[config.mk]
export PLATFORM = sky130hd
export DESIGN_NAME = irq_group_ctrl
export DESIGN_NICKNAME = d
export VERILOG_FILES = /design/src/rtl/irq_grp_pkg.sv /design/src/rtl/irq_sync.sv /design/src/rtl/irq_group_slice.sv /design/src/rtl/irq_prio_enc.sv /design/src/rtl/irq_group_ctrl.sv
export SDC_FILE = /design/constraint.sdc
export NUM_CORES = 1
export LEC_CHECK = 0
export CORE_AREA = 2 2 93 95
export CTS_BUF_LIST = sky130_fd_sc_hd__clkbuf_4 sky130_fd_sc_hd__clkbuf_8
export CTS_CLUSTER_SIZE = 40
export DETAILED_ROUTE_END_ITERATION = 10
export DIE_AREA = 0 0 95 97
export GPL_TIMING_DRIVEN = 0
export PLACE_DENSITY = 0.78
export REMOVE_ABC_BUFFERS = 1
export SLEW_MARGIN = 10
export SYNTH_ARGS = -nofsm -noshare
export SYNTH_HDL_FRONTEND = slang
export SYNTH_SLANG_ARGS = --single-unit
[constraint.sdc]
create_clock -name clk -period 2 [get_ports clk]
set_clock_uncertainty 0.1 [all_clocks]
set_input_delay 0.4 -clock clk [delete_from_list [all_inputs] [get_ports clk]]
set_output_delay 0.4 -clock clk [all_outputs]
set_load 0.01 [all_outputs]
[src/rtl/irq_grp_pkg.sv]
package irq_grp_pkg;

   localparam int IRQ_ADDR_W = 4;
   localparam int IRQ_DATA_W = 8;

   localparam logic [IRQ_ADDR_W-1:0] A_PRIO = 4'h8;
   localparam logic [IRQ_ADDR_W-1:0] A_SUM  = 4'h9;

   typedef enum logic [1:0] {
      RK_NONE,
      RK_FLAG,
      RK_EN,
      RK_STAT
   } reg_kind_e;

   typedef struct packed {
      reg_kind_e  kind;
      logic [1:0] grp;
      logic       is_sum;
   } reg_sel_t;

   // Address map: 0x0..0x3 flag bytes, 0x4..0x7 enable bytes, 0x8 code, 0x9 summary.
   function automatic reg_sel_t decode(input logic [IRQ_ADDR_W-1:0] a, input int groups);
      reg_sel_t s;
      s.kind   = RK_NONE;
      s.grp    = a[1:0];
      s.is_sum = 1'b0;
      if (a[3:2] == 2'b00 && int'(a[1:0]) < groups) begin
         s.kind = RK_FLAG;
      end else if (a[3:2] == 2'b01 && int'(a[1:0]) < groups) begin
         s.kind = RK_EN;
      end else if (a == A_PRIO) begin
         s.kind = RK_STAT;
      end else if (a == A_SUM) begin
         s.kind   = RK_STAT;
         s.is_sum = 1'b1;
      end
      return s;
   endfunction

endpackage

[src/rtl/irq_sync.sv]
module irq_sync #(
   parameter int W      = 8,
   parameter int STAGES = 2
) (
   input  logic         clk,
   input  logic         rst_n,
   input  logic [W-1:0] d_i,
   output logic [W-1:0] q_o
);

   if (STAGES < 2) begin : g_bad_stages
      $error("irq_sync: STAGES must be at least 2");
   end

   logic [W-1:0] chain_q [STAGES];

   for (genvar s = 0; s < STAGES; s++) begin : g_stage
      if (s == 0) begin : g_first
         always_ff @(posedge clk or negedge rst_n) begin
            if (!rst_n) chain_q[0] <= '0;
            else        chain_q[0] <= d_i;
         end
      end else begin : g_next
         always_ff @(posedge clk or negedge rst_n) begin
            if (!rst_n) chain_q[s] <= '0;
            else        chain_q[s] <= chain_q[s-1];
         end
      end
   end

   assign q_o = chain_q[STAGES-1];

endmodule

[src/rtl/irq_group_slice.sv]
module irq_group_slice #(
   parameter int W = 8
) (
   input  logic         clk,
   input  logic         rst_n,
   input  logic [W-1:0] lvl_i,
   input  logic [W-1:0] en_i,
   input  logic [W-1:0] clr_i,
   output logic [W-1:0] flag_o,
   output logic         any_o
);

   logic [W-1:0] prev_q;
   logic [W-1:0] flag_q;
   logic [W-1:0] rise;
   logic [W-1:0] flag_d;

   // A qualified rising edge wins over a same-cycle clear.
   always_comb begin
      rise   = lvl_i & ~prev_q;
      flag_d = (rise & en_i) | (flag_q & ~clr_i);
   end

   always_ff @(posedge clk or negedge rst_n) begin
      if (!rst_n) begin
         prev_q <= '0;
         flag_q <= '0;
      end else begin
         prev_q <= lvl_i;
         flag_q <= flag_d;
      end
   end

   assign flag_o = flag_q;
   assign any_o  = |flag_q;

endmodule

[src/rtl/irq_prio_enc.sv]
module irq_prio_enc #(
   parameter int N         = 24,
   parameter int CODE_W    = 8,
   parameter bit HIGH_WINS = 1'b1
) (
   input  logic [N-1:0]      req_i,
   output logic [CODE_W-1:0] code_o
);

   if (N >= (1 << CODE_W) - 1) begin : g_bad_width
      $error("irq_prio_enc: CODE_W too narrow for N plus the idle code");
   end

   if (HIGH_WINS) begin : g_high
      always_comb begin
         code_o = '1;
         for (int i = 0; i < N; i++) begin
            if (req_i[i]) code_o = CODE_W'(i);
         end
      end
   end else begin : g_low
      always_comb begin
         code_o = '1;
         for (int i = N - 1; i >= 0; i--) begin
            if (req_i[i]) code_o = CODE_W'(i);
         end
      end
   end

endmodule

[src/rtl/irq_group_ctrl.sv]
module irq_group_ctrl
   import irq_grp_pkg::*;
#(
   parameter int GROUPS      = 3,
   parameter int GRP_W       = 8,
   parameter int SYNC_STAGES = 2,
   parameter int NSRC        = GROUPS * GRP_W
) (
   input  logic                  clk,
   input  logic                  rst_n,
   input  logic [NSRC-1:0]       src_i,
   input  logic [IRQ_ADDR_W-1:0] bus_addr,
   input  logic                  bus_wr,
   input  logic [IRQ_DATA_W-1:0] bus_wdata,
   output logic [IRQ_DATA_W-1:0] bus_rdata,
   output logic [GROUPS-1:0]     cpu_irq_o
);

   if (GROUPS < 1 || GROUPS > 4) begin : g_bad_groups
      $error("irq_group_ctrl: GROUPS must be 1 to 4");
   end
   if (GRP_W < 1 || GRP_W > IRQ_DATA_W) begin : g_bad_grpw
      $error("irq_group_ctrl: GRP_W must fit the data bus");
   end
   if (NSRC != GROUPS * GRP_W) begin : g_bad_nsrc
      $error("irq_group_ctrl: NSRC must equal GROUPS*GRP_W");
   end
   if (GROUPS > IRQ_DATA_W) begin : g_bad_sum
      $error("irq_group_ctrl: summary byte too narrow");
   end

   reg_sel_t sel;
   assign sel = decode(bus_addr, GROUPS);

   logic [NSRC-1:0]       lvl_sync;
   logic [NSRC-1:0]       flag_all;
   logic [NSRC-1:0]       en_all;
   logic [NSRC-1:0]       clr_all;
   logic [GROUPS-1:0]     grp_any;
   logic [IRQ_DATA_W-1:0] prio_code;

   irq_sync #(
      .W      (NSRC),
      .STAGES (SYNC_STAGES)
   ) u_sync (
      .clk   (clk),
      .rst_n (rst_n),
      .d_i   (src_i),
      .q_o   (lvl_sync)
   );

   for (genvar g = 0; g < GROUPS; g++) begin : g_bank
      logic [GRP_W-1:0] en_q;
      logic             en_hit;
      logic             clr_hit;

      assign en_hit  = bus_wr && sel.kind == RK_EN   && int'(sel.grp) == g;
      assign clr_hit = bus_wr && sel.kind == RK_FLAG && int'(sel.grp) == g;

      always_ff @(posedge clk or negedge rst_n) begin
         if (!rst_n)      en_q <= '0;
         else if (en_hit) en_q <= bus_wdata[GRP_W-1:0];
      end

      assign en_all [g*GRP_W +: GRP_W] = en_q;
      assign clr_all[g*GRP_W +: GRP_W] = clr_hit ? bus_wdata[GRP_W-1:0] : '0;

      irq_group_slice #(
         .W (GRP_W)
      ) u_slice (
         .clk    (clk),
         .rst_n  (rst_n),
         .lvl_i  (lvl_sync[g*GRP_W +: GRP_W]),
         .en_i   (en_q),
         .clr_i  (clr_all[g*GRP_W +: GRP_W]),
         .flag_o (flag_all[g*GRP_W +: GRP_W]),
         .any_o  (grp_any[g])
      );

      // The top bank owns the first CPU line.
      assign cpu_irq_o[GROUPS-1-g] = grp_any[g];
   end

   irq_prio_enc #(
      .N         (NSRC),
      .CODE_W    (IRQ_DATA_W),
      .HIGH_WINS (1'b1)
   ) u_prio (
      .req_i  (flag_all),
      .code_o (prio_code)
   );

   always_comb begin
      bus_rdata = '0;
      unique case (sel.kind)
         RK_FLAG: begin
            for (int g = 0; g < GROUPS; g++) begin
               if (int'(sel.grp) == g) bus_rdata[GRP_W-1:0] = flag_all[g*GRP_W +: GRP_W];
            end
         end
         RK_EN: begin
            for (int g = 0; g < GROUPS; g++) begin
               if (int'(sel.grp) == g) bus_rdata[GRP_W-1:0] = en_all[g*GRP_W +: GRP_W];
            end
         end
         RK_STAT: begin
            if (sel.is_sum) bus_rdata[GROUPS-1:0] = grp_any;
            else            bus_rdata = prio_code;
         end
         default: bus_rdata = '0;
      endcase
   end

endmodule

* Word-level counts from Yosys, hierarchy flattened
Index checks and enable logic that the tools add are counted.
** Word-level totals
- Output and inout bits :: 11
- Memories kept :: 0
- Register bits after elaboration :: 120
- ROM bits :: 0
- Latch bits :: 0
- Bits of input ports :: 39
- Logic and storage cells :: 97
- Bits in writable memories :: 0
** Operators by class
- Mux-type cells :: 44
- Divide/modulo/power cells :: 0
- Order comparisons :: 1
- Reduce and logical (&&, ||, !) cells :: 15
- Shift operators :: 0
- $add $sub $neg :: 0
- $mul :: 0
- Bitwise operators :: 18
- Eq/ne operators :: 8
** Operators with widths (number)
- 2-to-1 mux 8 bit :: 33
- AND 8 bit :: 9
- NOT 8 bit :: 6
- OR 8 bit :: 3
- case mux 8 bit (3 select lines) :: 1
- OR reduction 8 bit :: 3
- logical AND 1 bit :: 10
- == test 2 bit, second input constant :: 4
- == test 4 bit, second input constant :: 2
- 2-to-1 mux 2 bit :: 4
- 2-to-1 mux 5 bit :: 1
- == test 2 x 1 -> 1 bit, second input constant :: 2
- zero test 2 bit :: 2
- 2-to-1 mux 1 bit :: 4
- 2-to-1 mux 3 bit :: 1
- less-than comparator 2 bit, second input constant :: 1

* Depth between registers and ports, before layout
Gate-level depths: netlist (run 1).
- Depth after elaboration :: 26
- Gate-level depth with buffers :: 8

* Hierarchy
A second synthesis (run 1) with hierarchy kept.
** Second synthesis, totals
- Cells, all modules :: 409
- Area total of the unflattened synthesis :: 5001.0 um^2
** By module, submodules not included
- irq_group_ctrl :: cells each 154, times used 1, area an instance 1699.1 um^2
- irq_group_slice :: cells each 43, times used 3, area an instance 526.8 um^2
- irq_sync :: cells each 72, times used 1, area an instance 1381.3 um^2
- irq_prio_enc :: cells each 54, times used 1, area an instance 340.3 um^2

* Worst setup path after synthesis (run 1)
OpenSTA, ideal clock, no wires.
- Path kind :: register to output
- From :: register g_bank[1].u_slice.flag_q[4]
- To :: output bus_rdata[2]
- Stages on the path, launching flop included :: 5
- Arrival time :: 1441 ps
- Slack :: 59 ps
- Data required time :: 1500 ps
- Cells stage by stage :: dfrtp_1 > or4_1 > o31ai_1 > a21oi_1 > nand2b_1
** Between the ends
- Cells in the longest elaborated chain, start to end :: 14
** Ends and longest elaborated chain
- start, declared :: line irq_group_slice.sv:14 : logic [W-1:0] flag_q;
- start signal, assigned :: line irq_group_slice.sv:30 : flag_q <= flag_d;
- 2-to-1 mux 8 bit (12 in series) :: line irq_prio_enc.sv:18 : if (req_i[i]) code_o = CODE_W'(i);
- 2-to-1 mux 3 bit :: line irq_group_ctrl.sv:107 : if (sel.is_sum) bus_rdata[GROUPS-1:0] = grp_any;
- case mux 8 bit (3 select lines) :: line irq_group_ctrl.sv:95 : unique case (sel.kind)
- end, declared :: line irq_group_ctrl.sv:15 : output logic [IRQ_DATA_W-1:0] bus_rdata,
Every way passes these cells.

* Worst setup path in the final report (run 1)
- From :: register g_bank[2].u_slice.flag_q[1]
- To :: output bus_rdata[3]
** Between the ends
- Cells in the longest elaborated chain, start to end :: 9
** Ends and longest elaborated chain (line)
- start, declared :: irq_group_slice.sv:14
- start signal, assigned :: irq_group_slice.sv:30
- 2-to-1 mux 8 bit (7 in series) :: irq_prio_enc.sv:18
- 2-to-1 mux 5 bit :: irq_group_ctrl.sv:107
- case mux 8 bit (3 select lines) :: irq_group_ctrl.sv:95
Every way passes these cells.

==> summary.md, run 1 <==
| Metric | Value |
|---|---|
| Initial antenna violation count | 0 |
| Rows | 33 |
| TNS Setup | -4.860 ns |
| DRC Markers | 0 |
| Register Area | 3020 sq um |
| Worst-path clk slew | 0.07 ns |
| Root Driver | clkbuf_8 |
| Area growth, synth to finish | 27.26% |
| Die area | a little over 9000 sq um |
| All-Layer GR Usage | around a quarter |
| Diode count | 0 |
| Area after DPL | 5213 sq um |
| Max-cap violations | 0 |
| Pwr Total | 6.057 mW |
| Nets | 496 |
| Crit. End Element | output pin |
| CTS tree | built |
| Die width | ~95 um |
| RSZ-0062 raised after global routing | true |
| Slew Limit Fails | 0 |
| H-tree levels | 4 |
| Post-Route WL | between 10 and 15 mm |
| Core area | between 8000 and 9000 sq um |
| Initial drt markers | 198 |
| Clk_lat worst skew | between 0.4 and 0.5 ns |
| Pin count of the biggest net entering global routing | 76 |
| Crit path arrival time | approximately 2.1 ns |
| Synth cell types | 41 |
| Vias | ~3300 |
| Place WS | -1.913 ns |
| Syn avg cell area | about 12 sq um |
| Via count of the first global-routing pass | between 3000 and 4000 |
| Mapped Cells | approximately 380 |
| Failing checks | setup timing |
| Sw Pwr | about 1.8 mW |
| CTS Sinks | 120 |
| Gate power share | 12.8% |
| Clock share of power | about 37% |
| Final core occ | between 70 and 80% |
| Post-synth EDFFs | 0 |
| Synthesized flop and latch total | 120 |
| P_int | 4.306 mW |
| Pwr dens | approximately 1000 nW/um^2 |
| Multi-input gate area | ~1700 sq um |
| Final non-filler cell total | around 580 |
| Finished Cell Area | a little under 6000 sq um |
| WS Path Type | flop to output pin |
| Sequential power share | about half |
| Startpoint types | flop |
| Seq/Total Area, Yosys | between 60% and 70% |
| Ys flop type | dfrtp_1 |
| Hold slack | between 0.2 and 0.25 ns |
| Fillcell total | about 550 |
| Die height | just under 100 um |
| Final ANT Viol Nets | 0 |
| Final worst setup slack | -0.5832 ns |
| Max VDD drop | a little over 700 uV |
| Ys Warns | 0 |
| Largest buffer count on any clock path | 2 |
| Critical Path RT | 1.50 ns |
| Detailed Routing Iterations Pass 1 | 4 |
| Leak Pwr | approximately 2.6 nW |
| Syn Std Cell Area | 4677 sq um |
| DP HPWL | between 6 and 7 mm |
| First-pass GRT wire length | between 15 and 20 mm |
| Fmax | approximately 0.39 GHz |
| Routability cong. | roughly 0.9 |
| Worst Tran Pin Value | roughly 0.57 ns |
| Worst slew margin | between 60% and 70% |
| Sw Ratio | 28.91% |
| Wirelength per Cell | about 19 um |
| Status | finished with violations |
| Port Buffer Count | 49 |
| Inst Count DP | between 500 and 600 |
| CTS buffer count | 17 |
| Worst min path class | flop to flop |
| GR Overflow Total | 0 |
| Async S/R FF share, synth | between 90% and 100% |
| Io pins | 50 |
| Share of layout cells above drive strength 1 | between 20% and 30% |
| Final period utilization | 129.2% |
| Tmin final | ~2.6 ns |
| Crit-path max FO | 2 |
| Final hold viol count | 0 |
| Via-to-Cell Ratio | just under 6 |
| Initial Util | ~57% |
| Final Setup Violations | 11 |
-- worst max-delay path, stage by stage (launching register included) --
cell      delay (ns)
dfrtp_2         0.44
nor4_4          0.34
nand2_2         0.12
and4bb_2        0.38
buf_6           0.11
o21ai_2         0.06
nand2_1         0.07
buf_2           0.13
-- registers in the layout, indices dropped and copies added (netlist names) --
name / count
g_bank.u_slice.prev_q: 24
u_sync.chain_q: 24
g_bank.en_q: 24
u_sync.q_o: 24
g_bank.u_slice.flag_o: 24
-- metal layers --
layer,vias up,track usage [%],part of all wire [%]
met5,-,0,0
met4,0,13.27,3.4
met3,32,7.477,6.5
met2,146,40.70,50
met1,1650,32.15,40
li1,1485,-,-
-- final timing paths --
kind / start / endpoint / slack, ns / cells after the start
worst max-delay path: g_bank[2].u_slice.flag_o[1]$_DFF_PN0_ / bus_rdata[3] / -0.58 / 7
worst min-delay path: u_sync.chain_q[36]$_DFF_PN0_ / u_sync.q_o[12]$_DFF_PN0_ / 0.25 / 0
worst max register to register: g_bank[0].u_slice.flag_o[0]$_DFF_PN0_ / g_bank[0].u_slice.flag_o[0]$_DFF_PN0_ / 0.99 / 2
worst min register to register: u_sync.chain_q[36]$_DFF_PN0_ / u_sync.q_o[12]$_DFF_PN0_ / 0.25 / 0
max in group asynchronous: rst_n / g_bank[2].u_slice.flag_o[1]$_DFF_PN0_ / 0.74 / 3
min in group asynchronous: rst_n / g_bank[0].u_slice.prev_q[7]$_DFF_PN0_ / 0.36 / 2
-- logic make-up (layout without fill, tap and decap cells) --
family / Yosys count / in the layout / synth area share (%)
buf+inv: 30 / 117 / 3.558
mux: 40 / 40 / 9.203
flops: 120 / 120 / 64.21
compound gates: 71 / 71 / 9.925
xor+xnor: 1 / 1 / 0.1873
simple gates: 121 / 121 / 12.92
-- area by class of cell --
class	instances	area share (%)
Sequential cell	120	50.75
Multi-Input combinational cell	233	27.77
Timing Repair Buffer	70	11.46
Clock buffer	18	4.162
Clock inverter	14	2.712
Tap cell	105	2.207
Inverter	15	0.9460
-- layout by cell type, fill, tap and decap left out, types with 3 or more instances in the layout --
| cell type | n |
|---|---|
| or4_4 | 3 |
| a32o_1 | 9 |
| a22oi_1 | 5 |
| dfrtp_1 | 106 |
| buf_6 | 13 |
| inv_6 | 6 |
| buf_4 | 14 |
| nand3_4 | 4 |
| nand2_1 | 74 |
| clkbuf_8 | 18 |
| buf_2 | 5 |
| and3_1 | 3 |
| o21ai_0 | 30 |
| clkdlybuf4s50_1 | 33 |
| o21ai_1 | 4 |
| nor4_4 | 4 |
| a21oi_1 | 9 |
| nor3_1 | 3 |
| mux2i_1 | 16 |
| nor2_1 | 9 |
| mux2_2 | 24 |
| dfrtp_2 | 14 |
| inv_1 | 13 |
-- power groups by stage --
stage / Combinational, mW / Clock [mW] / Sequential, mW
floorplan: 0.372 / 0 / 2.95
CTS: 0.763 / 2.27 / 3.04
global placement: 0.605 / 0 / 3.05
global route: 0.855 / 2.39 / 3.09
detailed placement: 0.639 / 0 / 3.07
finish: 0.776 / 2.23 / 3.05
-- Yosys cell counts, types with 3 or more instances --
cell type    n  area [sq um]
dfrtp_1    120          3003
nand2_1     77         289.0
o21ai_0     32         160.2
mux2_2      24         270.3
mux2i_1     16         160.2
inv_1       15         56.30
a21oi_1     10         50.05
nor2_1      10         37.54
a32o_1       9         90.09
buf_4        7         52.55
a22oi_1      5         37.54
nor4_1       5         31.28
buf_2        4         20.02
and3_1       3         18.77
buf_6        3         33.78
nand3_4      3         52.55
nor3_1       3         15.01
o21ai_1      3         15.01
or4_1        3         22.52
-- repair_timing --
action / 4_1_cts / 5_1_grt
setup endpoints to repair: 59 / 11
setup buffers: 19 / 2
hold buffers: 1 / 0
pin swaps: 20 / 8
endpoints found under the hold margin: 45 / 0
resized for setup: 107 / 9
No activity file was read; power rests on OpenSTA's default activity.
==> inputs of run 2 (changes only) <==
--- a/config.mk
+++ b/config.mk
@@ -5,11 +5,12 @@
 export SDC_FILE = /design/constraint.sdc
 export NUM_CORES = 1
 export LEC_CHECK = 0
-export CORE_AREA = 2 2 93 95
+export ABC_AREA = 1
+export CORE_AREA = 2 2 92 94
 export CTS_BUF_LIST = sky130_fd_sc_hd__clkbuf_4 sky130_fd_sc_hd__clkbuf_8
 export CTS_CLUSTER_SIZE = 40
 export DETAILED_ROUTE_END_ITERATION = 10
-export DIE_AREA = 0 0 95 97
+export DIE_AREA = 0 0 94 96
 export GPL_TIMING_DRIVEN = 0
 export PLACE_DENSITY = 0.78
 export REMOVE_ABC_BUFFERS = 1
==> summary.md, run 2 <==
| Metric | Value |
|---|---|
| Status | finished with violations |
| Failing checks | setup timing |
| Diode count | 0 |
| Startpoint types | flop |
| Synth cell count leaders | 120 x dfrtp_1, 117 x nand2_1, 50 x inv_1, 38 x nor2_1, 38 x o21ai_1 |
| Ys Warns | 0 |
| Commonest non-fill, non-tap cells in the layout | 120 x dfrtp_1, 114 x nand2_1, 49 x inv_1 |
| Synth area leaders | dfrtp_1 66%, nand2_1 9.6%, o21ai_1 4.2% |
| Leak Pwr | around 2.6 nW |
| RSZ-0062 raised after global routing | true |
| Initial antenna violation count | 0 |
| Seq/Total Area, Yosys | between 60 and 70% |
| Vias | roughly 3500 |
| Share of layout cells above drive strength 1 | 16.06% |
| All-Layer GR Usage | between 20% and 30% |
| Top delay family on crit path | simple AND/OR/NAND/NOR gates |
| Worst-path clk slew | ~0.07 ns |
| CTS buffer count | 17 |
| Post-Route WL | roughly 11 mm |
| Post-synth top area cell | dfrtp_1 |
| GR Overflow Total | 0 |
| CP dominant cell by count | nand2_1 |
| Nets | 575 |
| Slowest-stage cell, CP | dfrtp_1 |
| Via-to-Cell Ratio | approximately 5.3 |
| Buf/Inv on CP | 2 |
| Crit. End Element | output pin |
| Slew Limit Fails | 0 |
| Hold slack | between 0.2 and 0.25 ns |
| Max VDD drop | 966.7 uV |
| Worst min path class | flop to flop |
| Root Driver | clkbuf_8 |
| Initial drt markers | 200 |
| Ys flop type | dfrtp_1 |
| Crit path arrival time | approximately 2.4 ns |
| Syn avg cell area | slightly below 10 sq um |
| H-tree levels | 4 |
| DRC Markers | 0 |
| Mapped Cells | approximately 460 |
| Async S/R FF share, synth | between 90% and 100% |
| Clk_lat worst skew | roughly 0.43 ns |
| Detailed Routing Iterations Pass 1 | 4 |
| Syn Std Cell Area | 4562 sq um |
| Die width | 94 um |
| Critical Path RT | around 1.5 ns |
| Core area | a little over 8000 sq um |
| Die area | about 9000 sq um |
| Worst Tran Pin Value | ~0.5 ns |
| CTS Sinks | 120 |
| Rows | 33 |
| Pin count of the biggest net entering global routing | just under 80 |
| Post-synth EDFFs | 0 |
| First-pass GRT wire length | 17.22 mm |
| Commonest non-fill, non-tap cell in the layout | dfrtp_1 |
| Final non-filler cell total | 653 |
| Die height | 96 um |
| WS Path Type | flop to output pin |
| Synth cell types | 26 |
| Crit-path max FO | 2 |
| Yosys top cell area share | 65.83% |
| DP HPWL | slightly above 7 mm |
| Wirelength per Cell | 16.98 um |
| Area growth, synth to finish | 26.74% |
| Final ANT Viol Nets | 0 |
| Worst slew margin | 66.57% |
| Port Buffer Count | 49 |
| Final Setup Violations | 11 |
| Routability cong. | 0.9020 |
| Max-cap violations | 0 |
| Final worst setup slack | -0.8721 ns |
| Pwr dens | between 1000 and 1500 nW/um^2 |
| Final period utilization | 143.6% |
| Fmax | approximately 0.35 GHz |
| Via count of the first global-routing pass | 3419 |
| Initial Util | 56.66% |
| Inst Count DP | 610 |
| Synthesized flop and latch total | 120 |
| Max incr delay on CP | approximately 0.41 ns |
| Largest buffer count on any clock path | 2 |
| Pwr Total | 5.982 mW |
| Tmin final | between 2 and 3 ns |
| Final hold viol count | 0 |
| Io pins | 50 |
| CTS tree | built |
| Top-count cell post-synth | dfrtp_1 |
==> run 2: cell count changes after synthesis, sizes merged, moves of 5 or more <==
cell    previous run  this run
mux2              24         0
inv               15        59
o221ai             1         6
nand3              5        16
a22oi              5         0
a32o               9         0
o22ai              0         6
o21ai             35        65
a21oi             10         4
buf               14         5
nor2              11        40
nand2             77       117
mux2i             16         0
==> run 2: metrics by stage <==
stage | setup TNS [ns] | util [%] | setup slack (ns) | area, sq um
2_1_floorplan | -0.02279 | - | -0.02279 | 4514
3_3_place_gp | -520.75 | 63.79 | -3.862 | 5136
3_5_place_dp | -59.26 | 64.15 | -1.862 | 5165
4_1_cts | -6.336 | 70.71 | -0.8884 | 5693
5_1_grt | -7.256 | 71.81 | -1.127 | 5782
6_report | -6.051 | 71.81 | -0.8721 | 5782
==> run 2: final cells by class <==
type	count	area, sq um
repair buffers	62	589.3
flip-flops and latches	120	3003
multi-input cells	272	1370
fillers	586	2270
well taps	105	131.4
clock buffers	18	247.7
clock inverters	13	170.2
inverters	63	270.3
==> run 2: worst paths after layout <==
path,slack [ns],depth (start not counted),endpoint,start
max in group asynchronous,0.76,3,g_bank[2].u_slice.prev_q[0]$_DFF_PN0_,rst_n
min reg2reg,0.25,0,u_sync.q_o[12]$_DFF_PN0_,u_sync.chain_q[36]$_DFF_PN0_
max reg2reg,1.06,3,g_bank[0].u_slice.flag_o[2]$_DFF_PN0_,g_bank[0].u_slice.flag_o[2]$_DFF_PN0_
min in group asynchronous,0.34,2,u_sync.q_o[7]$_DFF_PN0_,rst_n
min,0.25,0,u_sync.q_o[12]$_DFF_PN0_,u_sync.chain_q[36]$_DFF_PN0_
max,-0.87,27,bus_rdata[0],g_bank[0].u_slice.flag_o[1]$_DFF_PN0_
==> run 2: timing repair <==
action,CTS,global route
hold buffers,1,0
endpoints found under the hold margin,44,0
endpoints found under the setup margin,59,19
pin swaps,3,7
setup buffers,6,5
gates resized for setup,48,18
==> run 2: cell families after synthesis <==
logic type             synth area share (%)
AO/OA/AOI/OAI                         11.33
flip-flops                            65.83
buffers and inverters                 6.884
AND/OR/NAND/NOR                       15.96
==> run 2: where the power goes <==
part / internal (mW) / switching, mW
Combinational: 0.339 / 0.476
Clock: 1.27 / 1.01
Sequential: 2.70 / 0.188
==> run 2: layer usage <==
layer | routed length (um) | GRT usage, % | share of wire, %
met3 | 832 | 7.987 | 7.5
met2 | 5139 | 39.82 | 46
met1 | 4851 | 36.47 | 44
met5 | 0 | 0 | 0
met4 | 265 | 9.783 | 2.4
==> inputs of run 3 (changes only) <==
--- a/config.mk
+++ b/config.mk
@@ -11,6 +11,7 @@
 export CTS_CLUSTER_SIZE = 40
 export DETAILED_ROUTE_END_ITERATION = 10
 export DIE_AREA = 0 0 94 96
+export GPL_ROUTABILITY_DRIVEN = 0
 export GPL_TIMING_DRIVEN = 0
 export PLACE_DENSITY = 0.78
 export REMOVE_ABC_BUFFERS = 1
==> summary.md, run 3 (same netlist as run 2, synthesis figures left out) <==
| Metric | Value |
|---|---|
| Startpoint types | flop |
| TNS Setup | -7.811 ns |
| Via count of the first global-routing pass | approximately 3700 |
| Max VDD drop | 634.4 uV |
| DRC Markers | 0 |
| CTS Sinks | 120 |
| Worst hold stages | 0 |
| Final hold viol count | 0 |
| CTS buffer count | 17 |
| Vias | roughly 3700 |
| Reg2reg end | g_bank[2].u_slice.flag_o[2]$_DFF_PN0_ |
| Finished Cell Area | just under 6000 sq um |
| Commonest non-fill, non-tap cells in the layout | 120 x dfrtp_1, 114 x nand2_1, 49 x inv_1 |
| Hold EP | u_sync.q_o[21]$_DFF_PN0_ |
| Area growth, synth to finish | 27.35% |
| First-pass GRT wire length | between 15 and 20 mm |
| Leak Pwr | between 2 and 3 nW |
| Post-Route WL | 10.89 mm |
| Via-to-Cell Ratio | 5.580 |
| Final period utilization | 149.5% |
| Area after DPL | between 5000 and 6000 sq um |
| RR Startpoint | g_bank[2].u_slice.flag_o[2]$_DFF_PN0_ |
| Core area | between 8000 and 9000 sq um |
| Io pins | 50 |
| DP HPWL | approximately 6.5 mm |
| Hold slack | about 0.24 ns |
| Critical Path RT | about 1.5 ns |
| Failing checks | setup timing |
| R2r setup slk | just under 1 ns |
| Pin count of the biggest net entering global routing | 80 |
| Worst slew margin | 67.76% |
| Root Driver | clkbuf_8 |
| WS Path Type | flop to output pin |
| Fmax | 0.3344 GHz |
| Worst Hold Launch | u_sync.chain_q[45]$_DFF_PN0_ |
| Die area | ~9000 sq um |
| Largest buffer count on any clock path | 2 |
| Worst min path class | flop to flop |
| Initial Util | 56.66% |
| Crit. End Element | output pin |
| Reg2reg path depth | 4 |
| Rows | 33 |
| All-Layer GR Usage | about a quarter |
| Inst Count DP | 610 |
| H-tree levels | 4 |
| Initial antenna violation count | 0 |
| Clk_lat worst skew | ~0.41 ns |
| Nets | slightly below 600 |
| Share of layout cells above drive strength 1 | between 15 and 20% |
| Commonest non-fill, non-tap cell in the layout | dfrtp_1 |
| Port Buffer Count | 49 |
| Initial drt markers | around 420 |
| Die width | 94 um |
| Final non-filler cell total | 660 |
| Max-cap violations | 0 |
| Pwr dens | 1002 nW/um^2 |
| Diode count | 0 |
| Die height | around 96 um |
| Status | finished with violations |
| Wirelength per Cell | between 15 and 20 um |
| CTS tree | built |
| RSZ-0062 raised after global routing | true |
| Crit path arrival time | about 2.5 ns |
| Worst Tran Pin Value | roughly 0.48 ns |
| Final Setup Violations | 11 |
| Detailed Routing Iterations Pass 1 | 6 |
| Slew Limit Fails | 0 |
| GR Overflow Total | 0 |
| Final ANT Viol Nets | 0 |
| Crit-path max FO | 2 |
| Final worst setup slack | -0.9907 ns |
| Tmin final | roughly 3.0 ns |
| Worst-path clk slew | about 0.070 ns |
[run 3: worst max path at each step]
stage | from | endpoint | cells past startpoint
CTS | g_bank[0].u_slice.flag_o[1]$_DFF_PN0_ | bus_rdata[0] | 27
global placement | rst_n | g_bank[0].u_slice.flag_o[0]$_DFF_PN0_ | 1
finish | g_bank[0].u_slice.flag_o[1]$_DFF_PN0_ | bus_rdata[0] | 27
floorplan | g_bank[0].u_slice.flag_o[1]$_DFF_PN0_ | bus_rdata[0] | 26
global route | g_bank[0].u_slice.flag_o[1]$_DFF_PN0_ | bus_rdata[0] | 27
detailed placement | bus_addr[0] | bus_rdata[4] | 7
[run 3: what timing repair did]
item	CTS	global route
endpoints found under the hold margin	41	0
setup endpoints to repair	59	35
setup buffers	17	4
hold buffers	1	0
gates resized for setup	53	9
pin swaps	7	3
[run 3: report_power, final]
group	internal (mW)	switching, mW
Sequential	2.70	0.188
Combinational	0.360	0.501
Clock	1.17	0.892
[run 3: metrics by stage]
| stage | utilization [%] | total power [mW] | setup WS (ns) |
|---|---|---|---|
| floorplan | - | 3.335 | -0.02279 |
| global placement | 63.79 | 3.621 | -3.906 |
| detailed placement | 64.15 | 3.667 | -1.649 |
| CTS | 71.24 | 5.793 | -0.8171 |
| global route | 72.15 | 6.103 | -1.171 |
| finish | 72.15 | 5.819 | -0.9907 |
[run 3: layer usage]
metal  GRT usage, %  vias to the layer above  part of all wire (%)
li1               -                     1654                     -
met1          33.65                     1721                    39
met2          39.29                      237                    45
met3          7.987                       71                    10
met4          13.89                        0                   5.1
met5              0                        -                     0
[run 3: layout make-up]
cell class | count | area, sq um
sequential | 120 | 3003
fill | 570 | 2242
multi-input combinational | 272 | 1365
timing repair buffer | 71 | 665.6
clock buffer | 21 | 276.5
inverter | 63 | 267.8
tap | 105 | 131.4
clock inverter | 8 | 100.1
[run 3: critical path, cell delays in order, from the launching register on]
cell and delay (ns):
dfrtp_1 0.41, inv_2 0.05, nand2_1 0.05, nand2_1 0.08, nand2_1 0.05, nand2_1 0.06
nand2_1 0.05, nand2_1 0.06, nand2_1 0.05, nand2_1 0.05, nand2_1 0.06, nand2_1 0.07
nand2_1 0.07, nand2_1 0.06, nand2_1 0.05, nand2_1 0.06, nand2_1 0.06, nand2_1 0.05
nand2_1 0.04, nand2_1 0.06, nand2_2 0.06, nand2_1 0.06, nand2_1 0.05, nand2_1 0.08
nand2_1 0.06, nand2_1 0.08, nand2_1 0.06, buf_2 0.13
